--- config.mk ---
export PLATFORM = sky130hd
export DESIGN_NAME = smp_fifo
export DESIGN_NICKNAME = d
export VERILOG_FILES = /design/src/rtl/smp_fifo_pkg.sv /design/src/rtl/smp_fifo_mem.sv /design/src/rtl/smp_fifo_ptr.sv /design/src/rtl/smp_fifo_stat.sv /design/src/rtl/smp_fifo.sv
export SDC_FILE = /design/constraint.sdc
export NUM_CORES = 1
export LEC_CHECK = 0
export BUFFER_PORTS_ARGS = -buffer_cell sky130_fd_sc_hd__buf_2
export CAP_MARGIN = 5
export CORE_MARGIN = 2
export CORE_UTILIZATION = 60
export CTS_BUF_LIST = sky130_fd_sc_hd__clkbuf_4 sky130_fd_sc_hd__clkbuf_8 sky130_fd_sc_hd__clkbuf_16
export CTS_CLUSTER_DIAMETER = 200
export DETAILED_ROUTE_END_ITERATION = 10
export GPL_TIMING_DRIVEN = 0
export HOLD_SLACK_MARGIN = 0.03
export PLACE_DENSITY = 0.86
export SETUP_SLACK_MARGIN = 0.3
export SLEW_MARGIN = 20
export SYNTH_ARGS = -nofsm -noshare
export SYNTH_HDL_FRONTEND = slang
export SYNTH_SLANG_ARGS = --single-unit
--- constraint.sdc ---
create_clock -name clk -period 12.5 [get_ports clk]
set_input_delay 1.25 -clock clk [delete_from_list [all_inputs] [get_ports clk]]
set_output_delay 1.25 -clock clk [all_outputs]
set_load 0.05 [all_outputs]
--- src/rtl/smp_fifo_pkg.sv ---
package smp_fifo_pkg;

  typedef enum logic [2:0] {
    LVL_EMPTY = 3'd0,
    LVL_Q1    = 3'd1,
    LVL_Q2    = 3'd2,
    LVL_Q3    = 3'd3,
    LVL_Q4    = 3'd4,
    LVL_FULL  = 3'd5
  } level_e;

  // Coarse fill code. Transmit puts the upper bound of each quarter in
  // that quarter; receive puts the lower bound in it.
  function automatic level_e encode_level(input int unsigned cnt,
                                          input int unsigned depth,
                                          input logic rx);
    int unsigned q;
    q = depth / 4;
    if (cnt == 0)          return LVL_EMPTY;
    else if (cnt >= depth) return LVL_FULL;
    else if (rx) begin
      if (cnt < q)         return LVL_Q1;
      else if (cnt < 2*q)  return LVL_Q2;
      else if (cnt < 3*q)  return LVL_Q3;
      else                 return LVL_Q4;
    end else begin
      if (cnt <= q)        return LVL_Q1;
      else if (cnt <= 2*q) return LVL_Q2;
      else if (cnt <= 3*q) return LVL_Q3;
      else                 return LVL_Q4;
    end
  endfunction

endpackage

--- src/rtl/smp_fifo_mem.sv ---
module smp_fifo_mem #(
  parameter int DATA_W = 32,
  parameter int DEPTH  = 8,
  localparam int ADDR_W = (DEPTH > 1) ? $clog2(DEPTH) : 1
) (
  input  logic              clk,
  input  logic              we,
  input  logic [ADDR_W-1:0] waddr,
  input  logic [DATA_W-1:0] wdata,
  input  logic              re,
  input  logic [ADDR_W-1:0] raddr,
  output logic [DATA_W-1:0] rdata
);

  // Simple dual-port array with a registered read port, no reset.
  logic [DATA_W-1:0] ram [DEPTH];

  always_ff @(posedge clk) begin
    if (we) ram[waddr] <= wdata;
    if (re) rdata <= ram[raddr];
  end

endmodule

--- src/rtl/smp_fifo_ptr.sv ---
module smp_fifo_ptr #(
  parameter int DEPTH = 8,
  localparam int ADDR_W = (DEPTH > 1) ? $clog2(DEPTH) : 1,
  localparam int CNT_W  = $clog2(DEPTH + 1)
) (
  input  logic              clk,
  input  logic              rst,
  input  logic              flush,
  input  logic              push_en,
  input  logic              pop_en,
  output logic              wr_en,
  output logic [ADDR_W-1:0] wr_addr,
  output logic              rd_en,
  output logic [ADDR_W-1:0] rd_addr,
  output logic [CNT_W-1:0]  count_q,
  output logic [CNT_W-1:0]  count_next,
  output logic              pop_valid_q
);

  localparam logic [CNT_W-1:0]  FULL_CNT = CNT_W'(DEPTH);
  localparam logic [ADDR_W-1:0] LAST_IDX = ADDR_W'(DEPTH - 1);

  logic [ADDR_W-1:0] wr_ptr, rd_ptr;
  logic full, empty;

  assign full  = (count_q == FULL_CNT);
  assign empty = (count_q == '0);

  // A push is judged against full and a pop against empty, both taken from
  // the count before this edge. That is what makes push+pop at full pop only
  // and push+pop at empty push only.
  assign wr_en = push_en && !full  && !flush;
  assign rd_en = pop_en  && !empty && !flush;
  assign wr_addr = wr_ptr;
  assign rd_addr = rd_ptr;

  function automatic logic [ADDR_W-1:0] bump(input logic [ADDR_W-1:0] p);
    return (p == LAST_IDX) ? '0 : p + 1'b1;
  endfunction

  always_comb begin
    count_next = count_q;
    if (flush)               count_next = '0;
    else if (wr_en && !rd_en) count_next = count_q + 1'b1;
    else if (rd_en && !wr_en) count_next = count_q - 1'b1;
  end

  always_ff @(posedge clk) begin
    if (rst) begin
      wr_ptr      <= '0;
      rd_ptr      <= '0;
      count_q     <= '0;
      pop_valid_q <= 1'b0;
    end else begin
      count_q     <= count_next;
      pop_valid_q <= rd_en;
      if (flush) begin
        wr_ptr <= '0;
        rd_ptr <= '0;
      end else begin
        if (wr_en) wr_ptr <= bump(wr_ptr);
        if (rd_en) rd_ptr <= bump(rd_ptr);
      end
    end
  end

  // occupancy never exceeds the depth
  p_no_overflow_r3: assert property (@(posedge clk) disable iff (rst)
    count_q <= FULL_CNT);

  // push alone at full leaves the count at full
  p_full_push_r3: assert property (@(posedge clk) disable iff (rst)
    (count_q == FULL_CNT && push_en && !pop_en && !flush) |=> count_q == FULL_CNT);

  // pop alone at empty leaves the count at zero and yields no data
  p_empty_pop_r4: assert property (@(posedge clk) disable iff (rst)
    (count_q == '0 && pop_en && !push_en && !flush) |=> (count_q == '0 && !pop_valid_q));

  // push and pop together at a middle fill keep the count
  p_pair_mid_r5: assert property (@(posedge clk) disable iff (rst)
    (push_en && pop_en && !flush && count_q != '0 && count_q != FULL_CNT) |=> $stable(count_q));

  // the count moves by at most one per cycle without flush
  p_step_r6: assert property (@(posedge clk) disable iff (rst)
    !flush |=> (count_q == $past(count_q) || count_q == $past(count_q) + 1'b1
                || count_q == $past(count_q) - 1'b1));

  // flush empties the FIFO on the next cycle
  p_flush_r11: assert property (@(posedge clk) disable iff (rst)
    flush |=> count_q == '0);

endmodule

--- src/rtl/smp_fifo_stat.sv ---
module smp_fifo_stat
  import smp_fifo_pkg::*;
#(
  parameter int DEPTH = 8,
  localparam int CNT_W = $clog2(DEPTH + 1)
) (
  input  logic             clk,
  input  logic             rst,
  input  logic             dir_rx,
  input  logic [CNT_W-1:0] count_next,
  output logic [2:0]       level_q,
  output logic             req_q
);

  level_e lvl_d;
  logic   req_d;

  always_comb begin
    lvl_d = encode_level(32'(count_next), DEPTH, dir_rx);
    if (dir_rx) req_d = (count_next != '0);
    else        req_d = (count_next != CNT_W'(DEPTH));
  end

  always_ff @(posedge clk) begin
    if (rst) begin
      level_q <= LVL_EMPTY;
      req_q   <= !dir_rx;
    end else begin
      level_q <= lvl_d;
      req_q   <= req_d;
    end
  end

  // reserved codes are never produced
  p_no_reserved_r9: assert property (@(posedge clk) disable iff (rst)
    level_q != 3'd6 && level_q != 3'd7);

endmodule

--- src/rtl/smp_fifo.sv ---
module smp_fifo #(
  parameter int DATA_W = 32,
  parameter int DEPTH  = 8,
  localparam int ADDR_W = (DEPTH > 1) ? $clog2(DEPTH) : 1,
  localparam int CNT_W  = $clog2(DEPTH + 1)
) (
  input  logic              clk,
  input  logic              rst,
  input  logic              dir_rx,
  input  logic              flush,
  input  logic              push_en,
  input  logic [DATA_W-1:0] push_data,
  output logic              push_ready,
  input  logic              pop_en,
  output logic [DATA_W-1:0] pop_data,
  output logic              pop_valid,
  output logic [CNT_W-1:0]  fill_count,
  output logic [2:0]        level_code,
  output logic              svc_req
);

  localparam logic [CNT_W-1:0] FULL_CNT = CNT_W'(DEPTH);

  logic              wr_en, rd_en;
  logic [ADDR_W-1:0] wr_addr, rd_addr;
  logic [CNT_W-1:0]  count_next;

  smp_fifo_ptr #(.DEPTH(DEPTH)) u_ptr (
    .clk        (clk),
    .rst        (rst),
    .flush      (flush),
    .push_en    (push_en),
    .pop_en     (pop_en),
    .wr_en      (wr_en),
    .wr_addr    (wr_addr),
    .rd_en      (rd_en),
    .rd_addr    (rd_addr),
    .count_q    (fill_count),
    .count_next (count_next),
    .pop_valid_q(pop_valid)
  );

  smp_fifo_mem #(.DATA_W(DATA_W), .DEPTH(DEPTH)) u_mem (
    .clk   (clk),
    .we    (wr_en),
    .waddr (wr_addr),
    .wdata (push_data),
    .re    (rd_en),
    .raddr (rd_addr),
    .rdata (pop_data)
  );

  smp_fifo_stat #(.DEPTH(DEPTH)) u_stat (
    .clk        (clk),
    .rst        (rst),
    .dir_rx     (dir_rx),
    .count_next (count_next),
    .level_q    (level_code),
    .req_q      (svc_req)
  );

  assign push_ready = (fill_count != FULL_CNT);

  // valid data only follows a pop that found data and no flush
  p_pop_valid_r2: assert property (@(posedge clk) disable iff (rst)
    pop_valid |-> $past(pop_en && fill_count != '0 && !flush));

  // an empty FIFO reports code 000
  p_empty_level_r7: assert property (@(posedge clk) disable iff (rst)
    (fill_count == '0) |-> level_code == 3'd0);

  // a full FIFO reports code 101
  p_full_level_r8: assert property (@(posedge clk) disable iff (rst)
    (fill_count == FULL_CNT) |-> level_code == 3'd5);

  // no receive request while empty, no transmit request while full
  p_req_dir_r10: assert property (@(posedge clk) disable iff (rst)
    ((fill_count == '0 && $past(dir_rx)) || (fill_count == FULL_CNT && !$past(dir_rx)))
      |-> !svc_req);

endmodule

==> results.sh, run 1 <==
export IMPL_row_count=50
export IMPL_grt_max_degree=37
export IMPL_ant_nets=0
export IMPL_insertedDiodeCount=0
export IMPL_die_width_um=142.7
export IMPL_syn_num_nets=570
export IMPL_yosys_cell_types_count=50
export IMPL_viasPerCell=6.309
export IMPL_comb_power_share=0.034
export IMPL_p_seq_frac=0.539
export IMPL_p_clk_frac=0.427
export IMPL_grt_pass1_vias=6248
export IMPL_fin_skew_ns=0.01008
export IMPL_arrival_ns=3.64
export IMPL_drive_gt1_frac=0.4053
export IMPL_cts_sinks=303
export IMPL_vias=5773
export IMPL_crit_path_end_kind="flop"
export IMPL_syn_avg_cell_area_um2=21.94
export IMPL_clk_pin_slew_ns=0.07
export IMPL_slowest_stage="nor3_2"
export IMPL_synth_ff_type="edfxtp_1"
export IMPL_start_util=0.6149
export IMPL_slowest_delay_ns=0.65
export IMPL_period_share=0.2748
export IMPL_areaGrowthSynthToFinish_pct=17.11
export IMPL_tightest_slew_ns=1.044
export IMPL_synth_enable_flop_cells=288
export IMPL_setup_viol=0
export IMPL_final_cell_mix="288 x edfxtp_1, 87 x buf_2, 64 x mux4_2, 33 x mux2_2, 27 x clkbuf_16"
export IMPL_drt_iter0_drc=476
export IMPL_rsz0062_at_grt="false"
export IMPL_reg2reg_depth=9
export IMPL_firstDrtPassIters=7
export IMPL_grt_usage=0.2476
export IMPL_tns_ns=0
export IMPL_wl_per_cell_um=26.81
export IMPL_die_height_um=142.7
export IMPL_postCtsSetupBuffers=0
export IMPL_status="finished, final reports clean"
export IMPL_syn_area_um2=11540
export IMPL_drt_wl_total_um=24530
export IMPL_cp_common_cell="buf_4"
export IMPL_ys_ff_latch=303
export IMPL_final_common_cell="edfxtp_1"
export IMPL_cp_max_fo=8
export IMPL_min_path_cells=2
export IMPL_cts_resized_gates=0
export IMPL_path_class="reg2reg"
export IMPL_drc=0
export IMPL_port_buffers=79
export IMPL_r2r_start="u_ptr.count_q[1]"
export IMPL_h_tree_depth=1
export IMPL_cts_buffers=27
export IMPL_cts_root_buf="clkbuf_16"
export IMPL_netlist_instances=526
export IMPL_r2r_end="u_mem.ram[4][3]"
export IMPL_tritoncts="built"
export IMPL_finalMaxSlewViolations=0
export IMPL_die_area_um2=20360
export IMPL_holdCritStartpoint="u_ptr.wr_addr[2]"
export IMPL_grt_overflow=0
export IMPL_fmax_mhz=291.1
export IMPL_worstPathRequired_ns=12.71
export IMPL_grt_pass1_wl_um=36520
export IMPL_antenna_found_initial=2
export IMPL_power_density_nw_per_um2=154.3
export IMPL_fin_crit_ns=3.435
export IMPL_intPower_mw=1.688
export IMPL_leakagePower_nw=4.456
export IMPL_cp_buffers_inverters=4
export IMPL_drv_cap=0
export IMPL_clk_latency_ns=0.51
export IMPL_relSlewSlack=0.3027
export IMPL_fin_nets=705
export IMPL_min_to="u_ptr.wr_addr[2]"
export IMPL_crit_chain="inv_1, ha_1, and3b_2, nor2_1, nand2_1, nor3_2, buf_4, buf_6, buf_4"
export IMPL_core_area_um2=18770
export IMPL_yosys_warnings=0
export IMPL_swShare=0.1906
export IMPL_critical_path_top_delay_family="simple AND/OR/NAND/NOR gates"
export IMPL_synth_seq_area_share=0.7754
export IMPL_fin_util=0.7201
export IMPL_hp_class="reg2reg"
export IMPL_ios=80
export IMPL_cts_buffer_depth=3
export IMPL_place_congestion=0.8862
export IMPL_p_switching_mw=0.3975
export IMPL_async_flop_share=0
export IMPL_r2r_setup_slack_ns=9.07
export IMPL_start_kind="flop"
export IMPL_hold_violations=0
export IMPL_hpwl_um=15090
export IMPL_holdBufCountCts=0
export IMPL_vdd_ir_drop_max_mv=0.08547
-- cell families (layout without fill, tap and decap cells) --
group / after synthesis / in the layout / synth area share
XOR/XNOR: 3 / 3 / 0.002277
multiplexers: 99 / 99 / 0.1588
AND/OR/NAND/NOR: 62 / 62 / 0.03079
adder cells (fa/ha/maj): 6 / 6 / 0.006505
flip-flops: 303 / 303 / 0.7754
buffers and inverters: 28 / 183 / 0.01041
AO/OA/AOI/OAI: 25 / 25 / 0.01583
-- power by group through the flow --
stage	Sequential (mW)	Clock, mW	Combinational, mW
2_1_floorplan	1.16	0	0.0297
3_3_place_gp	1.15	0	0.0635
3_5_place_dp	1.15	0	0.0700
4_1_cts	1.12	0.896	0.0712
5_1_grt	1.12	0.937	0.0770
6_report	1.12	0.890	0.0717
-- tightest hold or removal path: stages (launching register included) --
cell and delay [ns]:
dfxtp_1 0.40, nand2_1 0.09, a21oi_1 0.06
-- layer usage --
metal / GRT usage / up-vias / wire length [um] / part of all wire
li1: - / 2450 / - / -
met4: 0.07608 / 4 / 620 / 0.025
met3: 0.05198 / 55 / 1765 / 0.072
met1: 0.2995 / 2969 / 8797 / 0.36
met5: 0 / - / 27 / 0.0011
met2: 0.4502 / 295 / 13320 / 0.54
-- cell type report --
cell class / count / area [um^2]
sequential: 303 / 8949
fill: 1022 / 5253
multi-input combinational: 195 / 2521
clock buffer: 35 / 779.5
timing repair buffer: 106 / 650.6
tap: 234 / 292.8
clock inverter: 14 / 202.7
buffer: 22 / 97.59
inverter: 6 / 22.52
-- worst max-delay path by stage --
| stage | cells past startpoint | slack (ns) | end | from |
|---|---|---|---|---|
| 2_1_floorplan | 6 | 6.90 | u_mem.ram[0][0] | u_ptr.count_q[0] |
| 3_3_place_gp | 4 | 4.37 | u_mem.ram[0][29] | push_en |
| 3_5_place_dp | 8 | 8.65 | u_mem.ram[4][0] | flush |
| 4_1_cts | 9 | 9.06 | u_mem.ram[4][3] | u_ptr.count_q[1] |
| 5_1_grt | 9 | 8.81 | u_mem.ram[4][3] | u_ptr.count_q[1] |
| 6_report | 9 | 9.07 | u_mem.ram[4][3] | u_ptr.count_q[1] |
-- Yosys cell counts (all sizes together) (2+ instances only) --
| cell type | instances | area, um^2 |
|---|---|---|
| xnor2 | 3 | 26.28 |
| clkbuf | 11 | 42.54 |
| a21oi | 7 | 35.03 |
| inv | 6 | 22.52 |
| nor2b | 3 | 18.77 |
| nor2 | 12 | 45.04 |
| nor3 | 7 | 35.03 |
| nand2b | 8 | 50.05 |
| mux4 | 64 | 1441 |
| nor3b | 2 | 15.01 |
| dfxtp | 15 | 300.3 |
| nor4 | 2 | 12.51 |
| buf | 11 | 55.05 |
| and4 | 2 | 18.77 |
| and2b | 2 | 16.27 |
| o211ai | 2 | 15.01 |
| mux2 | 33 | 371.6 |
| mux2i | 2 | 20.02 |
| or3 | 2 | 12.51 |
| a2111oi | 2 | 17.52 |
| o21ai | 3 | 15.01 |
| nand2 | 13 | 56.30 |
| ha | 6 | 75.07 |
| a31oi | 2 | 12.51 |
| edfxtp | 288 | 8648 |
-- per-stage QoR --
stage,hold WS (ns),total power [mW],setup slack [ns],area [um^2],instances
2_1_floorplan,0.5045,1.186,6.905,11540,526
3_3_place_gp,0.5186,1.209,4.368,12230,839
3_5_place_dp,0.5860,1.216,8.647,12520,865
4_1_cts,0.5954,2.092,9.062,13500,914
5_1_grt,0.6464,2.138,8.805,13520,915
6_report,0.5960,2.086,9.065,13520,915
-- state kept, by name (all words and copies together) (netlist names) --
register and cells:
u_stat.level_q 3, u_stat.req_q 1, u_ptr.pop_valid_q 1, u_ptr.rd_addr 3, u_ptr.wr_addr 3, u_mem.rdata 32
u_mem.ram 256, u_ptr.count_q 4
Note: power is estimated with default switching activity, not from simulation.
==> inputs of run 2 (changes only) <==
==> constraint.sdc (replaced) <==
create_clock -name clk -period 3.59 [get_ports clk]
set_input_delay 0.359 -clock clk [delete_from_list [all_inputs] [get_ports clk]]
set_output_delay 0.359 -clock clk [all_outputs]
set_load 0.05 [all_outputs]
==> run 2 against run 1 <==
Compared with the run above:
- sequential cell count unchanged
- clock skew up 0.0033 ns
- clock power rose to 3.3 times the previous value
- largest cell class unchanged
- largest power group unchanged
- highest routed layer unchanged
==> results.sh, run 2 (synthesis gave the netlist of run 1 again) <==
export IMPL_status="finished, final reports clean"
export IMPL_row_count=50
export IMPL_crit_chain="inv_1, ha_1, or3b_4, nand2_4, inv_2, mux2i_1, xnor2_1, a31oi_1, a31o_1"
export IMPL_core_area_um2=18770
export IMPL_relSlewSlack=0.3332
export IMPL_fin_skew_ns=0.01337
export IMPL_vdd_ir_drop_max_mv=0.3263
export IMPL_crit_cells=9
export IMPL_place_congestion=0.8734
export IMPL_clk_latency_ns=0.54
export IMPL_tns_ns=0
export IMPL_grt_pass1_vias=5990
export IMPL_ios=80
export IMPL_largest_reg_flops=256
export IMPL_cts_root_buf="clkbuf_16"
export IMPL_h_tree_depth=1
export IMPL_slowest_stage="inv_2"
export IMPL_port_buffers=79
export IMPL_firstDrtPassIters=5
export IMPL_hpwl_um=14070
export IMPL_top_register="u_mem.ram"
export IMPL_hold_violations=0
export IMPL_fmax_mhz=336.7
export IMPL_biggestRegsByFlops="u_mem.ram x256, u_mem.rdata x32, u_ptr.count_q x4"
export IMPL_cp_buffers_inverters=2
export IMPL_period_share=0.8273
export IMPL_drt_wl_total_um=23110
export IMPL_drv_cap=0
export IMPL_tightest_slew_ns=1.000
export IMPL_die_width_um=142.7
export IMPL_antenna_found_initial=2
export IMPL_tritoncts="built"
export IMPL_hp_class="in2reg"
export IMPL_grt_overflow=0
export IMPL_fin_nets=696
export IMPL_cts_buffer_depth=3
export IMPL_worstPathRequired_ns=4.02
export IMPL_drt_iter0_drc=479
export IMPL_die_height_um=142.7
export IMPL_slowest_delay_ns=0.72
export IMPL_cp_max_fo=36
export IMPL_fill_cells=1018
export IMPL_die_area_um2=20360
export IMPL_vias=5718
export IMPL_fin_crit_ns=2.970
export IMPL_start_kind="flop"
export IMPL_arrival_ns=3.40
export IMPL_cts_sinks=303
export IMPL_reg2reg_depth=9
export IMPL_grt_max_degree=37
export IMPL_drive_gt1_frac=0.4033
export IMPL_cts_resized_gates=0
export IMPL_final_common_cell="edfxtp_1"
export IMPL_areaGrowthSynthToFinish_pct=16.89
export IMPL_clk_pin_slew_ns=0.06
export IMPL_grt_usage=0.2346
export IMPL_viasPerCell=6.304
export IMPL_wl_per_cell_um=25.48
export IMPL_final_cell_mix="288 x edfxtp_1, 84 x buf_2, 64 x mux4_2, 33 x mux2_2, 29 x clkbuf_16"
export IMPL_finalMaxSlewViolations=0
export IMPL_min_path_cells=1
export IMPL_critical_path_top_delay_family="buffers and inverters"
export IMPL_ant_nets=0
export IMPL_setup_viol=0
export IMPL_grt_pass1_wl_um=34920
export IMPL_postCtsSetupBuffers=0
export IMPL_start_util=0.6149
export IMPL_leakagePower_nw=4.390
export IMPL_fin_util=0.7188
export IMPL_power_density_nw_per_um2=527.1
export IMPL_path_class="reg2reg"
export IMPL_cts_buffers=29
export IMPL_drc=0
export IMPL_crit_path_end_kind="flop"
export IMPL_multi_input_area_um2=2557
export IMPL_holdBufCountCts=0
export IMPL_regArea_um2=8951
export IMPL_rsz0062_at_grt="false"
run 2: area by class of cell:
type                    count  share of cell area
clock inverters            11            0.008069
inverters                   6            0.001948
diodes                      1           0.0001855
multi-input cells         195              0.1896
plain buffers              22            0.007327
repair buffers             95             0.04684
flip-flops and latches    303              0.6635
well taps                 234             0.02170
clock buffers              40             0.06084
run 2: where the power goes:
group          internal [mW]  switching, mW  leakage (nW)  total [mW]
registers               3.90         0.0129          2.72        3.91
clock network           1.74           1.21         0.468        2.95
logic                 0.0900          0.158          1.20       0.248
total                   5.73           1.38          4.39        7.11
run 2: final timing paths:
kind                     from          endpoint  slack, ns
max          u_ptr.count_q[0]      u_stat.req_q       0.62
min             push_data[19]  u_mem.ram[4][19]       0.09
max reg2reg  u_ptr.count_q[0]      u_stat.req_q       0.62
min reg2reg  u_ptr.wr_addr[2]  u_ptr.wr_addr[2]       0.67
run 2: stage by stage:
stage,instance area (um^2),hold slack [ns],cells,total power [mW],setup slack [ns]
floorplan,11600,0.4579,526,4.132,0.2569
global placement,12290,0.5974,839,4.211,-1.025
detailed placement,12560,0.6290,855,4.234,0.6383
CTS,13490,0.08035,906,7.141,0.6088
global route,13490,0.07770,906,7.289,0.4613
finish,13490,0.08837,907,7.111,0.6200
run 2: per-layer routing:
layer | vias up | share of wire | GRT usage
li1 | 2433 | - | -
met1 | 2924 | 0.38 | 0.3088
met3 | 41 | 0.082 | 0.04829
met5 | - | 0.00056 | 0
met4 | 2 | 0.017 | 0.06983
met2 | 318 | 0.52 | 0.4023
